--- config.mk ---
export PLATFORM = sky130hd
export DESIGN_NAME = irtx_packet_tx
export DESIGN_NICKNAME = d
export VERILOG_FILES = /design/src/rtl/irtx_pkg.sv /design/src/rtl/irtx_tick_gen.sv /design/src/rtl/irtx_carrier.sv /design/src/rtl/irtx_sequencer.sv /design/src/rtl/irtx_packet_tx.sv
export SDC_FILE = /design/constraint.sdc
export NUM_CORES = 1
export LEC_CHECK = 0
export BUFFER_PORTS_ARGS = -buffer_cell sky130_fd_sc_hd__buf_4
export CORE_ASPECT_RATIO = 1.1
export CORE_MARGIN = 2
export CORE_UTILIZATION = 50
export CTS_CLUSTER_SIZE = 30
export DETAILED_ROUTE_END_ITERATION = 7
export GPL_TIMING_DRIVEN = 0
export PLACE_DENSITY = 0.66
export SLEW_MARGIN = 10
export SYNTH_ARGS = -nofsm -noshare
export SYNTH_HDL_FRONTEND = slang
export SYNTH_SLANG_ARGS = --single-unit
export TNS_END_PERCENT = 10
--- constraint.sdc ---
create_clock -name clk -period 2.9 [get_ports clk]
set_input_delay 0.435 -clock clk [delete_from_list [all_inputs] [get_ports clk]]
set_output_delay 0.435 -clock clk [all_outputs]
set_load 0.02 [all_outputs]
--- src/rtl/irtx_pkg.sv ---
package irtx_pkg;

  localparam int unsigned NUM_REQ = 4;
  localparam int unsigned CODE_W  = 3;
  localparam int unsigned SEG_W   = 3;

  localparam logic [SEG_W-1:0] SEG_HEADER = 3'd0;
  localparam logic [SEG_W-1:0] SEG_CLOSE  = 3'd7;

  typedef enum logic [1:0] {
    ST_IDLE  = 2'd0,
    ST_BURST = 2'd1,
    ST_GAP   = 2'd2,
    ST_REST  = 2'd3
  } seq_state_t;

  // Lowest set index wins.
  function automatic logic [1:0] pick_request(input logic [NUM_REQ-1:0] r);
    if (r[0])      return 2'd0;
    else if (r[1]) return 2'd1;
    else if (r[2]) return 2'd2;
    else           return 2'd3;
  endfunction

  function automatic logic [CODE_W-1:0] code_for(input logic [1:0] idx);
    case (idx)
      2'd0:    return 3'b001;
      2'd1:    return 3'b100;
      2'd2:    return 3'b101;
      default: return 3'b111;
    endcase
  endfunction

  // Bit carried by a data segment: 1..3 true bits, 4..6 complements.
  function automatic logic seg_bit(input logic [SEG_W-1:0] seg,
                                   input logic [CODE_W-1:0] code);
    case (seg)
      3'd1:    return code[0];
      3'd2:    return code[1];
      3'd3:    return code[2];
      3'd4:    return ~code[0];
      3'd5:    return ~code[1];
      3'd6:    return ~code[2];
      default: return 1'b0;
    endcase
  endfunction

endpackage

--- src/rtl/irtx_tick_gen.sv ---
module irtx_tick_gen #(
  parameter int unsigned PRESCALE  = 8,
  parameter int unsigned TICK_WRAP = 100
) (
  input  logic clk,
  input  logic rst,
  input  logic run,
  output logic tick_o
);
  localparam int unsigned PRE_W = (PRESCALE  > 1) ? $clog2(PRESCALE)  : 1;
  localparam int unsigned DIV_W = (TICK_WRAP > 1) ? $clog2(TICK_WRAP) : 1;

  logic [PRE_W-1:0] pre_q;
  logic [DIV_W-1:0] div_q;
  logic             pre_wrap;
  logic             div_wrap;

  assign pre_wrap = (pre_q == PRE_W'(PRESCALE - 1));
  assign div_wrap = (div_q == DIV_W'(TICK_WRAP - 1));
  assign tick_o   = run && pre_wrap && div_wrap;

  always_ff @(posedge clk) begin
    if (rst || !run) begin
      pre_q <= '0;
      div_q <= '0;
    end else if (pre_wrap) begin
      pre_q <= '0;
      div_q <= div_wrap ? '0 : div_q + 1'b1;
    end else begin
      pre_q <= pre_q + 1'b1;
    end
  end

  generate
    if (PRESCALE * TICK_WRAP > 1) begin : g_spacing
      // ticks are never back to back
      a_r1_tick_spacing: assert property (@(posedge clk) disable iff (rst)
        tick_o |=> !tick_o);
    end
  endgenerate

  // a restarted divider needs a full period before its first tick
  a_r1_fresh_start: assert property (@(posedge clk) disable iff (rst)
    (!run && (PRESCALE * TICK_WRAP > 1)) |=> !tick_o);

endmodule

--- src/rtl/irtx_carrier.sv ---
module irtx_carrier #(
  parameter int unsigned CARRIER_HALF = 105
) (
  input  logic clk,
  input  logic rst,
  input  logic en,
  output logic carrier_o
);
  localparam int unsigned HC_W = (CARRIER_HALF > 1) ? $clog2(CARRIER_HALF) : 1;

  logic [HC_W-1:0] cnt_q;
  logic            live_q;
  logic            phase_q;
  logic            half_done;

  assign half_done = (cnt_q == HC_W'(CARRIER_HALF - 1));
  assign carrier_o = phase_q;

  always_ff @(posedge clk) begin
    if (rst || !en) begin
      cnt_q   <= '0;
      live_q  <= 1'b0;
      phase_q <= 1'b0;
    end else if (!live_q) begin
      live_q  <= 1'b1;
      phase_q <= 1'b1;
      cnt_q   <= '0;
    end else if (half_done) begin
      cnt_q   <= '0;
      phase_q <= ~phase_q;
    end else begin
      cnt_q <= cnt_q + 1'b1;
    end
  end

  // output goes dark once the burst enable drops
  a_r2_dark_when_off: assert property (@(posedge clk) disable iff (rst)
    !en |=> !carrier_o);

  // every burst starts on a high phase
  a_r2_starts_high: assert property (@(posedge clk) disable iff (rst)
    $rose(en) |=> carrier_o);

  // phase holds between half-period boundaries
  a_r2_phase_hold: assert property (@(posedge clk) disable iff (rst)
    (en && live_q && !half_done) |=> (!en || $stable(carrier_o)));

endmodule

--- src/rtl/irtx_sequencer.sv ---
module irtx_sequencer
  import irtx_pkg::*;
#(
  parameter int unsigned BURST_TICKS = 6,
  parameter int unsigned HEADER_GAP  = 30,
  parameter int unsigned ONE_GAP     = 10,
  parameter int unsigned ZERO_GAP    = 20,
  parameter int unsigned REPEAT_GAP  = 200
) (
  input  logic               clk,
  input  logic               rst,
  input  logic [NUM_REQ-1:0] req,
  input  logic               tick,
  output logic               run_o,
  output logic               burst_o
);
  localparam int unsigned MAX_A  = (BURST_TICKS > HEADER_GAP) ? BURST_TICKS : HEADER_GAP;
  localparam int unsigned MAX_B  = (ONE_GAP > ZERO_GAP) ? ONE_GAP : ZERO_GAP;
  localparam int unsigned MAX_C  = (MAX_A > MAX_B) ? MAX_A : MAX_B;
  localparam int unsigned MAX_T  = (MAX_C > REPEAT_GAP) ? MAX_C : REPEAT_GAP;
  localparam int unsigned TCNT_W = $clog2(MAX_T + 1);

  seq_state_t        state_q;
  logic [SEG_W-1:0]  seg_q;
  logic [TCNT_W-1:0] tcnt_q;
  logic [1:0]        sel_q;
  logic [CODE_W-1:0] code_q;
  logic              burst_q;

  // named internal events
  logic              start_req;
  logic              burst_last;
  logic              gap_last;
  logic              rest_last;
  logic              repeat_ok;
  logic [TCNT_W-1:0] cur_gap;

  always_comb begin
    if (seg_q == SEG_HEADER)        cur_gap = TCNT_W'(HEADER_GAP);
    else if (seg_bit(seg_q, code_q)) cur_gap = TCNT_W'(ONE_GAP);
    else                             cur_gap = TCNT_W'(ZERO_GAP);
  end

  assign start_req  = |req;
  assign burst_last = tick && (tcnt_q == TCNT_W'(BURST_TICKS - 1));
  assign gap_last   = tick && (tcnt_q == cur_gap - 1'b1);
  assign rest_last  = tick && (tcnt_q == TCNT_W'(REPEAT_GAP - 1));
  assign repeat_ok  = req[sel_q];
  assign run_o      = (state_q != ST_IDLE);
  assign burst_o    = burst_q;

  always_ff @(posedge clk) begin
    if (rst) begin
      state_q <= ST_IDLE;
      seg_q   <= SEG_HEADER;
      tcnt_q  <= '0;
      sel_q   <= '0;
      code_q  <= '0;
      burst_q <= 1'b0;
    end else begin
      case (state_q)
        ST_IDLE: begin
          if (start_req) begin
            sel_q   <= pick_request(req);
            code_q  <= code_for(pick_request(req));
            seg_q   <= SEG_HEADER;
            tcnt_q  <= '0;
            burst_q <= 1'b1;
            state_q <= ST_BURST;
          end
        end
        ST_BURST: begin
          if (burst_last) begin
            tcnt_q  <= '0;
            burst_q <= 1'b0;
            state_q <= (seg_q == SEG_CLOSE) ? ST_REST : ST_GAP;
          end else if (tick) begin
            tcnt_q <= tcnt_q + 1'b1;
          end
        end
        ST_GAP: begin
          if (gap_last) begin
            tcnt_q  <= '0;
            seg_q   <= seg_q + 1'b1;
            burst_q <= 1'b1;
            state_q <= ST_BURST;
          end else if (tick) begin
            tcnt_q <= tcnt_q + 1'b1;
          end
        end
        default: begin
          if (rest_last) begin
            tcnt_q <= '0;
            if (repeat_ok) begin
              seg_q   <= SEG_HEADER;
              burst_q <= 1'b1;
              state_q <= ST_BURST;
            end else begin
              state_q <= ST_IDLE;
            end
          end else if (tick) begin
            tcnt_q <= tcnt_q + 1'b1;
          end
        end
      endcase
    end
  end

  // the burst enable is only ever high in the burst state
  a_r3_burst_in_state: assert property (@(posedge clk) disable iff (rst)
    burst_q |-> (state_q == ST_BURST));

  // the gap counter stays below the length chosen for its segment
  a_r4_gap_bound: assert property (@(posedge clk) disable iff (rst)
    (state_q == ST_GAP) |-> (tcnt_q < cur_gap));

  // the closing burst is followed by the rest period, not a gap
  a_r5_close_then_rest: assert property (@(posedge clk) disable iff (rst)
    (state_q == ST_BURST && seg_q == SEG_CLOSE && burst_last) |=> (state_q == ST_REST));

  // the selection does not change while a packet train is active
  a_r8_sel_held: assert property (@(posedge clk) disable iff (rst)
    (state_q != ST_IDLE && $past(state_q) != ST_IDLE) |-> $stable(sel_q));

  // a packet is never abandoned from a gap
  a_r9_no_abort: assert property (@(posedge clk) disable iff (rst)
    (state_q == ST_GAP) |=> (state_q != ST_IDLE));

  // reset lands in idle with the burst off
  a_r10_reset_idle: assert property (@(posedge clk)
    rst |=> (state_q == ST_IDLE && !burst_q));

endmodule

--- src/rtl/irtx_packet_tx.sv ---
module irtx_packet_tx
  import irtx_pkg::*;
#(
  parameter int unsigned PRESCALE     = 8,
  parameter int unsigned TICK_WRAP    = 100,
  parameter int unsigned CARRIER_HALF = 105,
  parameter int unsigned BURST_TICKS  = 6,
  parameter int unsigned HEADER_GAP   = 30,
  parameter int unsigned ONE_GAP      = 10,
  parameter int unsigned ZERO_GAP     = 20,
  parameter int unsigned REPEAT_GAP   = 200
) (
  input  logic       clk,
  input  logic       rst,
  input  logic [3:0] req,
  output logic       ir_out
);
  logic seq_run;
  logic seq_burst;
  logic tick;

  irtx_tick_gen #(
    .PRESCALE  (PRESCALE),
    .TICK_WRAP (TICK_WRAP)
  ) u_tick (
    .clk    (clk),
    .rst    (rst),
    .run    (seq_run),
    .tick_o (tick)
  );

  irtx_sequencer #(
    .BURST_TICKS (BURST_TICKS),
    .HEADER_GAP  (HEADER_GAP),
    .ONE_GAP     (ONE_GAP),
    .ZERO_GAP    (ZERO_GAP),
    .REPEAT_GAP  (REPEAT_GAP)
  ) u_seq (
    .clk     (clk),
    .rst     (rst),
    .req     (req),
    .tick    (tick),
    .run_o   (seq_run),
    .burst_o (seq_burst)
  );

  irtx_carrier #(
    .CARRIER_HALF (CARRIER_HALF)
  ) u_carrier (
    .clk       (clk),
    .rst       (rst),
    .en        (seq_burst),
    .carrier_o (ir_out)
  );

  // output stays dark while the sequencer is idle
  a_r10_idle_dark: assert property (@(posedge clk) disable iff (rst)
    (!seq_run && !$past(seq_run)) |-> !ir_out);

endmodule

### After elaboration in Yosys (flattened, before gate mapping)

Index checks and enable logic that the tools add are counted.

| operators by class | value |
|---|---|
| add/subtract/negate cells | 6 |
| $mul | 0 |
| div/mod/pow operators | 0 |
| $lt $le $gt $ge | 1 |
| equal/unequal tests | 21 |
| shifts and indexed selects | 0 |
| muxes and demuxes | 41 |
| bitwise gates (word level) | 6 |
| reduce and logical (&&, ||, !) cells | 24 |

Operators by type and width:

| cell | count |
|---|---|
| two-way mux 8 bit | 6 |
| case mux 8 bit (3 select lines) | 1 |
| two-way mux 2 bit | 9 |
| case mux 3 bit (3 select lines) | 2 |
| equality test 3 bit, second input constant | 5 |
| adder 7 x 1 -> 7 bit, second input constant | 2 |
| equality test 7 bit, second input constant | 2 |
| two-way mux 1 bit | 13 |
| two-way mux 3 bit | 4 |
| AND reduction 5 bit | 2 |
| adder 8 x 1 -> 8 bit, second input constant | 1 |
| equality test 8 x 3 -> 1 bit, second input constant | 1 |
| equality test 8 bit | 1 |
| equality test 8 bit, second input constant | 1 |
| nonzero test 4 bit | 2 |
| subtractor 8 x 1 -> 8 bit, second input constant | 1 |
| two-way mux 7 bit | 1 |
| adder 3 x 1 -> 3 bit, second input constant | 2 |
| equality test 3 x 2 -> 1 bit, second input constant | 2 |
| != test 2 x 1 -> 1 bit, second input constant | 3 |
| inverter 1 bit | 6 |
| case mux 1 bit (6 select lines) | 1 |
| case mux 2 bit (3 select lines) | 1 |
| nonzero test 3 bit | 2 |
| other kinds (19) | 28 |

| word-level totals | value |
|---|---|
| flip-flop bits (word level) | 38 |
| bits in latches | 0 |
| bits in writable memories | 0 |
| bits in read-only memories | 0 |
| input port bits | 6 |
| output and inout bits | 1 |
| logic and storage cells | 110 |
| memories kept | 0 |

### Logic depth before layout (Yosys ltp)

Gate-level depths: netlist of the first run.

| depth | value |
|---|---|
| depth in word-level cells | 10 |
| gate-level depth with buffers | 9 |
| gate-level depth less buffers | 8 |

### Hierarchy

A second synthesis of the first run with hierarchy kept.

| second synthesis, totals | value |
|---|---|
| cell total of the unflattened synthesis | 265 |
| area, all modules | 2267.2 um^2 |

By module, submodules not included:

| module | times used | cells an instance | area an instance (um^2) | sequential area each (um^2) |
|---|---|---|---|---|
| irtx_sequencer | 1 | 179 | 1453.9 | 380.4 |
| irtx_tick_gen | 1 | 45 | 446.7 | 200.2 |
| irtx_carrier | 1 | 41 | 366.6 | 180.2 |

### Worst setup path before layout of the first run

Ideal clock, no wire load.

| timing | value |
|---|---|
| path kind | reg2reg |
| start point | register u_tick.pre_q[0] |
| end point | register u_seq.seg_q[0] |
| library setup time | 0.117 ns |
| arrival time | 1.994 ns |
| data required time | 2.783 ns |
| setup slack | 0.789 ns |
| stages on the path, launching flop included | 10 |
| path buffers | 1 |
| period minus slack after synthesis | 2.111 ns |
| cells stage by stage | dfxtp_1 > ha_1 > ha_1 > buf_2 > nand4b_1 > nor3_4 > o2111a_2 > o211a_1 > a21oi_2 > a32o_1 |

| on the way | value |
|---|---|
| word-level cells in the longest chain between the ends | 6 |
| elaborated cells on any way between the ends | 8 |
| classes of those cells | eq/ne: 2; reduce/logical: 6 |

Ends and longest elaborated chain:

| what | RTL line | source |
|---|---|---|
| start, declared | irtx_tick_gen.sv:13 | `logic [PRE_W-1:0] pre_q;` |
| start signal, assigned | irtx_tick_gen.sv:30 | `pre_q <= pre_q + 1'b1;` |
| equality test 3 bit (*) | irtx_tick_gen.sv:18 | `assign pre_wrap = (pre_q == PRE_W'(PRESCALE - 1));` |
| logical AND 1 bit (*) (2 in series) | irtx_tick_gen.sv:20 | `assign tick_o = run && pre_wrap && div_wrap;` |
| logical AND 1 bit (on tied branches) | irtx_sequencer.sv:46, irtx_sequencer.sv:47 |  |
| != test 2 x 1 -> 1 bit (no line) / nonzero test 3 bit (equally long branches) | - |  |
| AND reduction 5 bit (no line) (*) | - |  |
| end signal, assigned | irtx_sequencer.sv:84 | `seg_q <= seg_q + 1'b1;` |
| end, declared | irtx_sequencer.sv:24 | `logic [SEG_W-1:0] seg_q;` |

Mark *: on every way between the ends. The rest lies on a longest branch, timed or not.
A chain may end at the register's enable or synchronous reset.

### Worst setup path in the final report of the first run

| timing | value |
|---|---|
| start point | register u_tick.pre_q[0] |
| end point | register u_seq.tcnt_q[5] |

| on the way | value |
|---|---|
| word-level cells in the longest chain between the ends | 6 |
| elaborated cells on any way between the ends | 11 |
| classes of those cells | eq/ne: 1; mux: 5; reduce/logical: 5 |

Ends and longest elaborated chain:

| what | RTL line | source |
|---|---|---|
| equality test 3 bit (*) | irtx_tick_gen.sv:18 |  |
| logical AND 1 bit (*) (2 in series) | irtx_tick_gen.sv:20 |  |
| two-way mux 8 bit (tied with other cells) | - |  |
| two-way mux 8 bit (on tied branches) | irtx_sequencer.sv:92, irtx_sequencer.sv:73, irtx_sequencer.sv:82 |  |
| case mux 8 bit (3 select lines) (*) | irtx_sequencer.sv:61 | `case (state_q)` |
| end signal, assigned | irtx_sequencer.sv:78 | `tcnt_q <= tcnt_q + 1'b1;` |
| end signal, assigned | irtx_sequencer.sv:88 | `tcnt_q <= tcnt_q + 1'b1;` |
| end signal, assigned | irtx_sequencer.sv:102 | `tcnt_q <= tcnt_q + 1'b1;` |
| end, declared | irtx_sequencer.sv:25 | `logic [TCNT_W-1:0] tcnt_q;` |

Marked as above.

==> results of run 1 <==
worst max-delay path by stage:
stage                          from              end  slack (ns)  cells past startpoint
global route        u_tick.pre_q[0]  u_seq.tcnt_q[2]        0.32                      9
finish              u_tick.pre_q[0]  u_seq.tcnt_q[5]        0.55                      9
floorplan           u_tick.pre_q[0]   u_seq.seg_q[0]        0.79                      9
CTS                 u_tick.pre_q[0]   u_seq.seg_q[0]        0.52                      9
global placement    u_tick.pre_q[0]   u_seq.seg_q[2]        0.57                      9
detailed placement  u_tick.pre_q[0]  u_seq.tcnt_q[3]        0.55                      9
power groups by stage:
stage	logic (mW)	registers (mW)	clock network, mW
floorplan	0.159	0.581	0
global placement	0.211	0.584	0
detailed placement	0.212	0.585	0
CTS	0.213	0.573	0.363
global route	0.241	0.577	0.381
finish	0.213	0.574	0.351
metrics by stage:
step,cells,worst slack (ns),power [mW],hold slack [ns]
after global routing,295,0.3188,1.199,0.3868
after floorplan,230,0.7891,0.7404,0.4061
final,295,0.5480,1.137,0.3699
after CTS,295,0.5241,1.149,0.3602
after global placement,288,0.5669,0.7953,0.4156
after detailed placement,288,0.5522,0.7974,0.4205
critical path, delay by kind of cell (launching register included):
kind | cells | cell delay, ns
AOI/OAI and AO/OA | 3 | 0.71
and+or+nand+nor | 3 | 0.70
DFF | 1 | 0.34
adders and majority gates | 2 | 0.29
buffers and inverters | 1 | 0.19
layout make-up:
| cell class | instances | area [um2] |
|---|---|---|
| repair buffers | 6 | 45.04 |
| well taps | 52 | 65.06 |
| inverters | 11 | 41.29 |
| multi-input cells | 172 | 1215 |
| flip-flops and latches | 38 | 760.7 |
| clock buffers | 6 | 72.57 |
| plain buffers | 9 | 35.03 |
| clock inverters | 1 | 7.507 |
| fillers | 382 | 1722 |
registers in the layout, summed over array words and instances, names as in the netlist:
name,cells
u_seq.tcnt_q,8
u_carrier.cnt_q,7
u_tick.div_q,7
u_seq.code_q,3
u_seq.seg_q,3
u_tick.pre_q,3
u_seq.sel_q,2
u_seq.state_q,2
u_carrier.carrier_o,1
u_carrier.live_q,1
u_seq.burst_o,1
Yosys cell counts (all sizes together) (5+ instances only):
master   n  share of area (%)
xnor2    7                3.0
nor2    23                4.2
nand2b   7                2.1
nand3    5                1.2
nand4    9                2.7
xor2    12                5.1
nand2   14                2.6
a21oi   10                3.2
clkbuf   8                1.5
nor3    15                4.2
and3     5                1.5
inv     11                2.0
o21ai    5                1.2
dfxtp   38                 37
nor2b    5                1.5
ha      13                7.9
layer usage:
layer / vias to the layer above / routed length [um] / GRT usage (%)
met1: 744 / 1987 / 26.50
met3: 6 / 125 / 4.293
li1: 855 / - / -
met4: 0 / 70 / 7.639
met5: - / 0 / 0
met2: 22 / 1729 / 29.32
cells by family after synthesis:
| kind of cell | synth area share (%) |
|---|---|
| flops | 37.07 |
| compound gates | 15.00 |
| xor+xnor | 8.110 |
| simple gates | 26.10 |
| fa+ha+maj | 7.927 |
| mux | 2.073 |
| buf+inv | 3.719 |
==> results.py, run 1 <==
metrics = {
    "outcome": {
        "status": "complete, no violations",
    },
    "worst_hold_path": {
        "hold_path_depth": 2,
        "worstHoldEndpoint": "u_seq.code_q[2]",
        "hold_class": "input port to flop",
        "min_from": "req[0]",
    },
    "yosys": {
        "syn-cell-area_um2": 2052,
        "synth-async-reset-ratio_pct": 0,
        "synth_nets": 249,
        "syn_inst": 230,
        "avgSynthCellArea_um2": 8.922,
        "synthFlopType": "dfxtp_1",
        "synth_seq_cells": 38,
        "synth_warnings": 0,
        "ys_seq_area_share_pct": 37.07,
        "synth-edff-count": 0,
        "synth_cell_types": 53,
    },
    "drt": {
        "drt-wirelength-per-cell_um": 13.26,
        "vias": 1627,
        "vias_per_cell": 5.515,
        "drc": 0,
        "drt_iter0_drc": 91,
        "final_antenna_net_count": 0,
        "routed_wl_um": 3912,
        "firstDrtPassIters": 4,
    },
    "power_and_ir_drop": {
        "p_comb_share_pct": 18.7,
        "netSwitchingPower_mw": 0.3408,
        "ir_drop_mv": 0.3063,
        "intPower_mw": 0.7960,
        "switching_share_pct": 29.98,
        "pwr-share-seq_pct": 50.4,
        "p_per_area_nw_per_um2": 507.0,
        "leakage_nw": 0.8571,
        "clkPwrFrac_pct": 30.8,
    },
    "timing": {
        "setup_violations": 0,
        "worstMarginPinSlew_ns": 0.6482,
        "setup_tns_ns": 0,
        "finalCritPeriodShare_pct": 81.10,
        "period_minus_slack_ns": 2.352,
        "fmax_ghz": 0.4252,
        "relSlewSlack_pct": 56.39,
        "final_hold_viol_count": 0,
        "rsz0062_at_grt": "false",
        "timing.final.max_slew_violations": 0,
        "fin_skew_ns": 0.004071,
    },
    "global_route": {
        "grt_first_pass_wirelength_um": 6934,
        "grt_pass1_vias": 1539,
        "antenna_found_initial": 0,
        "grt_usage_pct": 19.23,
        "grt_overflow": 0,
        "grt_max_degree": 12,
    },
    "placed_design": {
        "place.gp.congestion": 0.7749,
        "place_hpwl_um": 2865,
        "io_buffers": 6,
        "place_area_um2": 2162,
    },
    "clocking": {
        "cts_buffer_depth": 2,
        "cts.clk_slew.worst_paths_ns": 0.07,
        "numCtsBuffers": 5,
        "holdBufCountCts": 0,
        "post_cts_buffers": 0,
        "cts_root_buf": "clkbuf_8",
        "insertion_delay_ns": 0.29,
        "cts.sinks": 38,
        "cts_resized": 0,
        "htreeDepth": 2,
        "cts_tree": "built",
    },
    "die": {
        "die_area_um2": 4633,
        "core_um2": 3964,
        "pin_count": 7,
        "fp.dieH_um": 71.19,
        "start_util_pct": 51.77,
        "die_w_um": 65.08,
        "rows": 24,
    },
    "layout": {
        "drive_gt1_share_pct": 9.877,
        "design_area_um2": 2242,
        "syn_to_final_growth_pct": 9.268,
        "fin_nets": 262,
        "post-route-util_pct": 56.57,
        "antennaDiodeCount": 0,
        "layout_commonest_cell": "dfxtp_1",
        "final_cell_mix": "38 x dfxtp_1, 23 x nor2_1, 14 x nand2_1, 14 x nor3_1, 13 x ha_1",
    },
    "worst_setup_path": {
        "worst_ep_required_time_ns": 3.06,
        "slowest_stage": "nor3_4",
        "rr_worst_depth": 9,
        "start_kind": "flop",
        "r2r_setup_slack_ns": 0.55,
        "cp_slowest_stage_delay_ns": 0.41,
        "cpMostUsedCell": "ha_1",
        "critical_path_class": "flop to flop",
        "arrival_ns": 2.51,
        "endpoint_kind": "flop",
        "path_max_fanout": 9,
        "r2r_start": "u_tick.pre_q[0]",
        "timing.rr.end": "u_seq.tcnt_q[5]",
        "path_cells": "ha_1 > ha_1 > buf_2 > nand4b_1 > nor3_4 > o2111a_2 > o211ai_2 > a21oi_4 > nor3_1",
    },
    "run": {
        "max_cap_violations": 0,
    },
}
No activity file was read; power rests on OpenSTA's default activity.
==> inputs of run 2 (changes only) <==
==> constraint.sdc (replaced) <==
create_clock -name clk -period 2.3 [get_ports clk]
set_input_delay 0.345 -clock clk [delete_from_list [all_inputs] [get_ports clk]]
set_output_delay 0.345 -clock clk [all_outputs]
set_load 0.02 [all_outputs]
==> results.py, run 2 (same netlist as run 1, synthesis figures left out) <==
metrics = {
    "run": {
        "max_cap_violations": 0,
    },
    "power_and_ir_drop": {
        "leakage_nw": 0.8917,
        "ir_drop_mv": 0.4131,
        "power_mw": 1.444,
        "p_per_area_nw_per_um2": 624.7,
    },
    "worst_setup_path": {
        "critical_path_class": "flop to flop",
        "timing.rr.end": "u_seq.seg_q[0]",
        "worst_ep_required_time_ns": 2.49,
        "arrival_ns": 2.36,
        "rr_worst_depth": 8,
        "path_cells": "inv_1 > ha_1 > nand2b_1 > a41o_1 > a211oi_1 > o211a_1 > a21oi_2 > a32o_1",
        "start_kind": "flop",
        "r2r_start": "u_seq.seg_q[0]",
        "cp_slowest_stage_delay_ns": 0.48,
        "path_max_fanout": 5,
        "endpoint_kind": "flop",
        "slowest_stage": "a211oi_1",
        "r2r_setup_slack_ns": 0.13,
    },
    "die": {
        "die_w_um": 65.08,
        "die_area_um2": 4633,
        "core_um2": 3964,
        "start_util_pct": 51.77,
        "pin_count": 7,
        "fp.dieH_um": 71.19,
        "rows": 24,
    },
    "outcome": {
        "status": "complete, no violations",
    },
    "worst_hold_path": {
        "worstHoldEndpoint": "u_seq.code_q[2]",
        "hold_class": "input port to flop",
        "hold_path_depth": 2,
        "min_from": "req[0]",
    },
    "clocking": {
        "cts_tree": "built",
        "insertion_delay_ns": 0.29,
        "cts.clk_slew.worst_paths_ns": 0.07,
        "numCtsBuffers": 5,
        "cts_root_buf": "clkbuf_8",
        "cts.sinks": 38,
        "htreeDepth": 2,
        "cts_buffer_depth": 2,
        "holdBufCountCts": 0,
    },
    "layout": {
        "post-route-util_pct": 58.33,
        "top_register": "u_seq.tcnt_q",
        "antennaDiodeCount": 0,
        "multi_input_area_um2": 1246,
        "syn_to_final_growth_pct": 12.68,
        "seqCellArea_um2": 762.0,
        "fin_nets": 266,
        "instances_no_fill": 299,
        "design_area_um2": 2312,
        "final_cell_mix": "37 x dfxtp_1, 23 x nor2_1, 14 x nand2_1, 13 x nor3_1, 13 x ha_1",
        "largest_register_ff_count": 8,
        "nFillCells": 372,
        "drive_gt1_share_pct": 12.96,
        "layout_commonest_cell": "dfxtp_1",
        "top_regs": "u_seq.tcnt_q x8, u_carrier.cnt_q x7, u_tick.div_q x7",
    },
    "global_route": {
        "grt_first_pass_wirelength_um": 6962,
        "grtUsageMet1_pct": 26.90,
        "grt_overflow": 0,
        "antenna_found_initial": 0,
        "grt_use_met3_pct": 4.293,
        "grt_pass1_vias": 1539,
        "use_met2_pct": 29.32,
        "top_usage_layer": "met2",
        "grt_max_degree": 12,
        "grt_usage_pct": 19.36,
    },
    "drt": {
        "vias_per_cell": 5.425,
        "drt-wirelength-per-cell_um": 13.35,
        "drt_iter0_drc": 95,
        "routed_wl_um": 3993,
        "final_antenna_net_count": 0,
        "drc": 0,
        "firstDrtPassIters": 4,
        "vias": 1622,
    },
    "placed_design": {
        "dp_slack_ns": -0.04781,
        "io_buffers": 6,
        "place_area_um2": 2162,
        "place_hpwl_um": 2865,
        "dp.cells": 288,
        "place.gp.congestion": 0.7749,
    },
    "timing": {
        "period_minus_slack_ns": 2.169,
        "fin_ws_ns": 0.1305,
        "fin_skew_ns": 0.002558,
        "finalCritPeriodShare_pct": 94.33,
        "rsz0062_at_grt": "true",
        "fmax_ghz": 0.4609,
        "final_hold_viol_count": 0,
        "timing.final.max_slew_violations": 0,
        "setup_violations": 0,
        "worstMarginPinSlew_ns": 0.6550,
        "relSlewSlack_pct": 55.93,
    },
}
run 2: cell count changes in the layout (fill, tap and decap cells not counted), sizes merged:
cell and change:
buf +4
run 2: per-stage QoR:
step | hold slack [ns] | TNS, ns
2_1_floorplan | 0.4061 | 0
3_3_place_gp | 0.4156 | -0.1680
3_5_place_dp | 0.4205 | -0.3988
4_1_cts | 0.2702 | 0
5_1_grt | 0.2968 | -0.01578
6_report | 0.2795 | 0
run 2: timing repair:
action	in CTS	in global routing
endpoints found under the setup margin	10	13
resized for setup	1	10
pin swaps	1	5
setup buffers	1	3
run 2: where the power goes:
| part | switching, mW | total, mW | internal, mW | leakage (nW) |
|---|---|---|---|---|
| Sequential | 0.0264 | 0.723 | 0.697 | 0.309 |
| Clock | 0.236 | 0.444 | 0.208 | 0.0373 |
| Combinational | 0.172 | 0.277 | 0.105 | 0.546 |
| Total | 0.435 | 1.44 | 1.01 | 0.892 |
run 2: metal layers:
metal	up-vias	wire, um
li1	858	-
met1	745	1968
met2	13	1836
met3	6	114
met4	0	73
met5	-	0
run 2: how the worst max path moves through the flow:
stage | from | to | slack, ns
detailed placement | u_tick.pre_q[0] | u_seq.tcnt_q[3] | -0.05
global placement | u_tick.pre_q[0] | u_seq.seg_q[2] | -0.03
floorplan | u_tick.pre_q[0] | u_seq.seg_q[0] | 0.19
global route | u_seq.seg_q[0] | u_seq.seg_q[0] | -0.008
CTS | u_tick.pre_q[0] | u_seq.seg_q[0] | 0.01
finish | u_seq.seg_q[0] | u_seq.seg_q[0] | 0.13
run 2: cell type report:
cell class | count | area share, %
Clock inverter | 1 | 0.3247
Buffer | 9 | 1.840
Tap cell | 52 | 2.814
Clock buffer | 6 | 3.139
Sequential cell | 38 | 32.95
Inverter | 11 | 1.786
Timing Repair Buffer | 10 | 3.247
Multi-Input combinational cell | 172 | 53.90
run 2: worst max-delay path: cells and delay by family, from the launching register on:
kind	cells	cell delay (ns)
buffers and inverters	1	0.09
AND/OR/NAND/NOR	1	0.09
flip-flops	1	0.36
AO/OA/AOI/OAI	5	1.33
adder cells (fa/ha/maj)	1	0.19
==> inputs of run 3 (changes only) <==
--- a/config.mk
+++ b/config.mk
@@ -7,7 +7,7 @@
 export LEC_CHECK = 0
 export BUFFER_PORTS_ARGS = -buffer_cell sky130_fd_sc_hd__buf_4
 export CORE_ASPECT_RATIO = 1.1
-export CORE_MARGIN = 2
+export CORE_MARGIN = 1
 export CORE_UTILIZATION = 50
 export CTS_CLUSTER_SIZE = 30
 export DETAILED_ROUTE_END_ITERATION = 7
==> results.py, run 3 (same netlist as run 1, synthesis figures left out) <==
metrics = {
    "outcome": {
        "status": "complete, no violations",
    },
    "timing": {
        "whs_ns": 0.3017,
        "finalCritPeriodShare_pct": 95.59,
        "relSlewSlack_pct": 54.16,
        "setup_violations": 0,
        "timing.final.max_slew_violations": 0,
        "period_minus_slack_ns": 2.199,
        "fin_skew_ns": 0.003643,
        "worstMarginPinSlew_ns": 0.6813,
        "fin_ws_ns": 0.1014,
        "setup_tns_ns": 0,
        "fmax_ghz": 0.4548,
        "final_hold_viol_count": 0,
    },
    "die": {
        "fp.dieH_um": 69.19,
        "core_um2": 3934,
        "pin_count": 7,
        "start_util_pct": 52.16,
        "die_area_um2": 4365,
        "rows": 24,
        "die_w_um": 63.08,
    },
    "layout": {
        "layout_commonest_cell": "dfxtp_1",
        "fin_nets": 263,
        "top_regs": "u_seq.tcnt_q x8, u_carrier.cnt_q x7, u_tick.div_q x7",
        "antennaDiodeCount": 0,
        "top_register": "u_seq.tcnt_q",
        "final_cell_mix": "37 x dfxtp_1, 23 x nor2_1, 14 x nand2_1, 14 x nor3_1, 13 x ha_1",
        "drive_gt1_share_pct": 11.84,
        "instances_no_fill": 297,
        "post-route-util_pct": 58.27,
        "design_area_um2": 2292,
        "largest_register_ff_count": 8,
        "syn_to_final_growth_pct": 11.71,
    },
    "placed_design": {
        "place_area_um2": 2162,
        "place_hpwl_um": 2850,
        "place.gp.congestion": 0.7679,
        "dp.cells": 288,
        "dp_slack_ns": -0.06507,
        "io_buffers": 6,
    },
    "clocking": {
        "insertion_delay_ns": 0.28,
        "htreeDepth": 2,
        "numCtsBuffers": 5,
        "holdBufCountCts": 0,
        "cts.sinks": 38,
        "cts_buffer_depth": 2,
        "cts_tree": "built",
        "cts.clk_slew.worst_paths_ns": 0.07,
        "cts_root_buf": "clkbuf_8",
    },
    "drt": {
        "routed_wl_um": 3901,
        "vias_per_cell": 5.495,
        "dr_wl_met3_um": 122,
        "wl_met1_um": 1978,
        "firstDrtPassIters": 6,
        "vias": 1632,
        "drc": 0,
        "wl_met2_um": 1735,
        "top_layer_used": "met4",
        "drt_iter0_drc": 106,
        "final_antenna_net_count": 0,
        "drt-wirelength-per-cell_um": 13.13,
    },
    "worst_setup_path": {
        "slowest_stage": "a211oi_1",
        "cp_slowest_stage_delay_ns": 0.49,
        "endpoint_kind": "flop",
        "timing.rr.end": "u_seq.seg_q[2]",
        "path_max_fanout": 5,
        "worst_ep_required_time_ns": 2.48,
        "cpLargestDelayFamily": "compound AO/OA/AOI/OAI gates",
        "r2r_setup_slack_ns": 0.10,
        "arrival_ns": 2.38,
        "rr_worst_depth": 8,
        "r2r_start": "u_seq.seg_q[0]",
        "path_cells": "inv_1 > ha_1 > nand2b_1 > a41o_1 > a211oi_1 > o211a_1 > a21oi_2 > a32o_1",
        "path_buf_inv": 1,
        "start_kind": "flop",
        "critical_path_class": "flop to flop",
    },
    "worst_hold_path": {
        "min_from": "req[0]",
        "hold_path_depth": 2,
        "hold_class": "input port to flop",
        "worstHoldEndpoint": "u_seq.code_q[2]",
    },
    "power_and_ir_drop": {
        "p_per_area_nw_per_um2": 638.5,
        "ir_drop_mv": 0.5064,
        "leakage_nw": 0.8856,
        "power_mw": 1.464,
    },
    "global_route": {
        "grt_usage_pct": 19.98,
        "antenna_found_initial": 0,
        "grt_overflow": 0,
        "grt_pass1_vias": 1460,
        "grt_max_degree": 12,
        "grt_first_pass_wirelength_um": 6775,
    },
    "run": {
        "max_cap_violations": 0,
    },
}
-- run 3: cell count changes in the layout (fill, tap and decap cells not counted) --
cell,previous run,this run
clkinvlp_4,1,0
clkbuf_8,5,6
clkinv_2,0,1
buf_6,1,0
nor3_2,1,0
buf_4,10,8
nor3_1,13,14
-- run 3: where the power goes --
part	leakage (nW)	switching, mW	internal [mW]
Clock	0.0482	0.221	0.242
Sequential	0.309	0.0270	0.697
Combinational	0.529	0.172	0.105
-- run 3: repair_timing --
action / 4_1_cts / 5_1_grt
pin swaps: 1 / 4
gates resized for setup: 1 / 8
setup endpoints to repair: 10 / 11
buffers inserted: 1 / 0
-- run 3: how the worst max path moves through the flow --
stage	from	end	slack [ns]	cells past startpoint
final	u_seq.seg_q[0]	u_seq.seg_q[2]	0.10	8
after global routing	u_tick.pre_q[0]	u_seq.tcnt_q[2]	-0.02	9
after CTS	u_tick.pre_q[0]	u_seq.seg_q[2]	0.005	8
after detailed placement	u_tick.pre_q[0]	u_seq.tcnt_q[0]	-0.07	9
after global placement	u_tick.pre_q[0]	u_seq.seg_q[1]	-0.06	9
after floorplan	u_tick.pre_q[0]	u_seq.seg_q[0]	0.19	9
-- run 3: cell type report --
cell class / instances / area [um2]
well taps: 52 / 65.06
clock buffers: 7 / 86.33
fillers: 375 / 1642
inverters: 11 / 41.29
plain buffers: 9 / 38.79
multi-input cells: 172 / 1241
clock inverters: 1 / 5.005
flip-flops and latches: 38 / 762.0
repair buffers: 7 / 52.55
-- run 3: layer usage --
metal | track usage [%] | vias to the layer above
met1 | 27.02 | 755
met2 | 29.75 | 17
li1 | - | 854
met3 | 5.263 | 6
met4 | 8.527 | 0
met5 | 0 | -
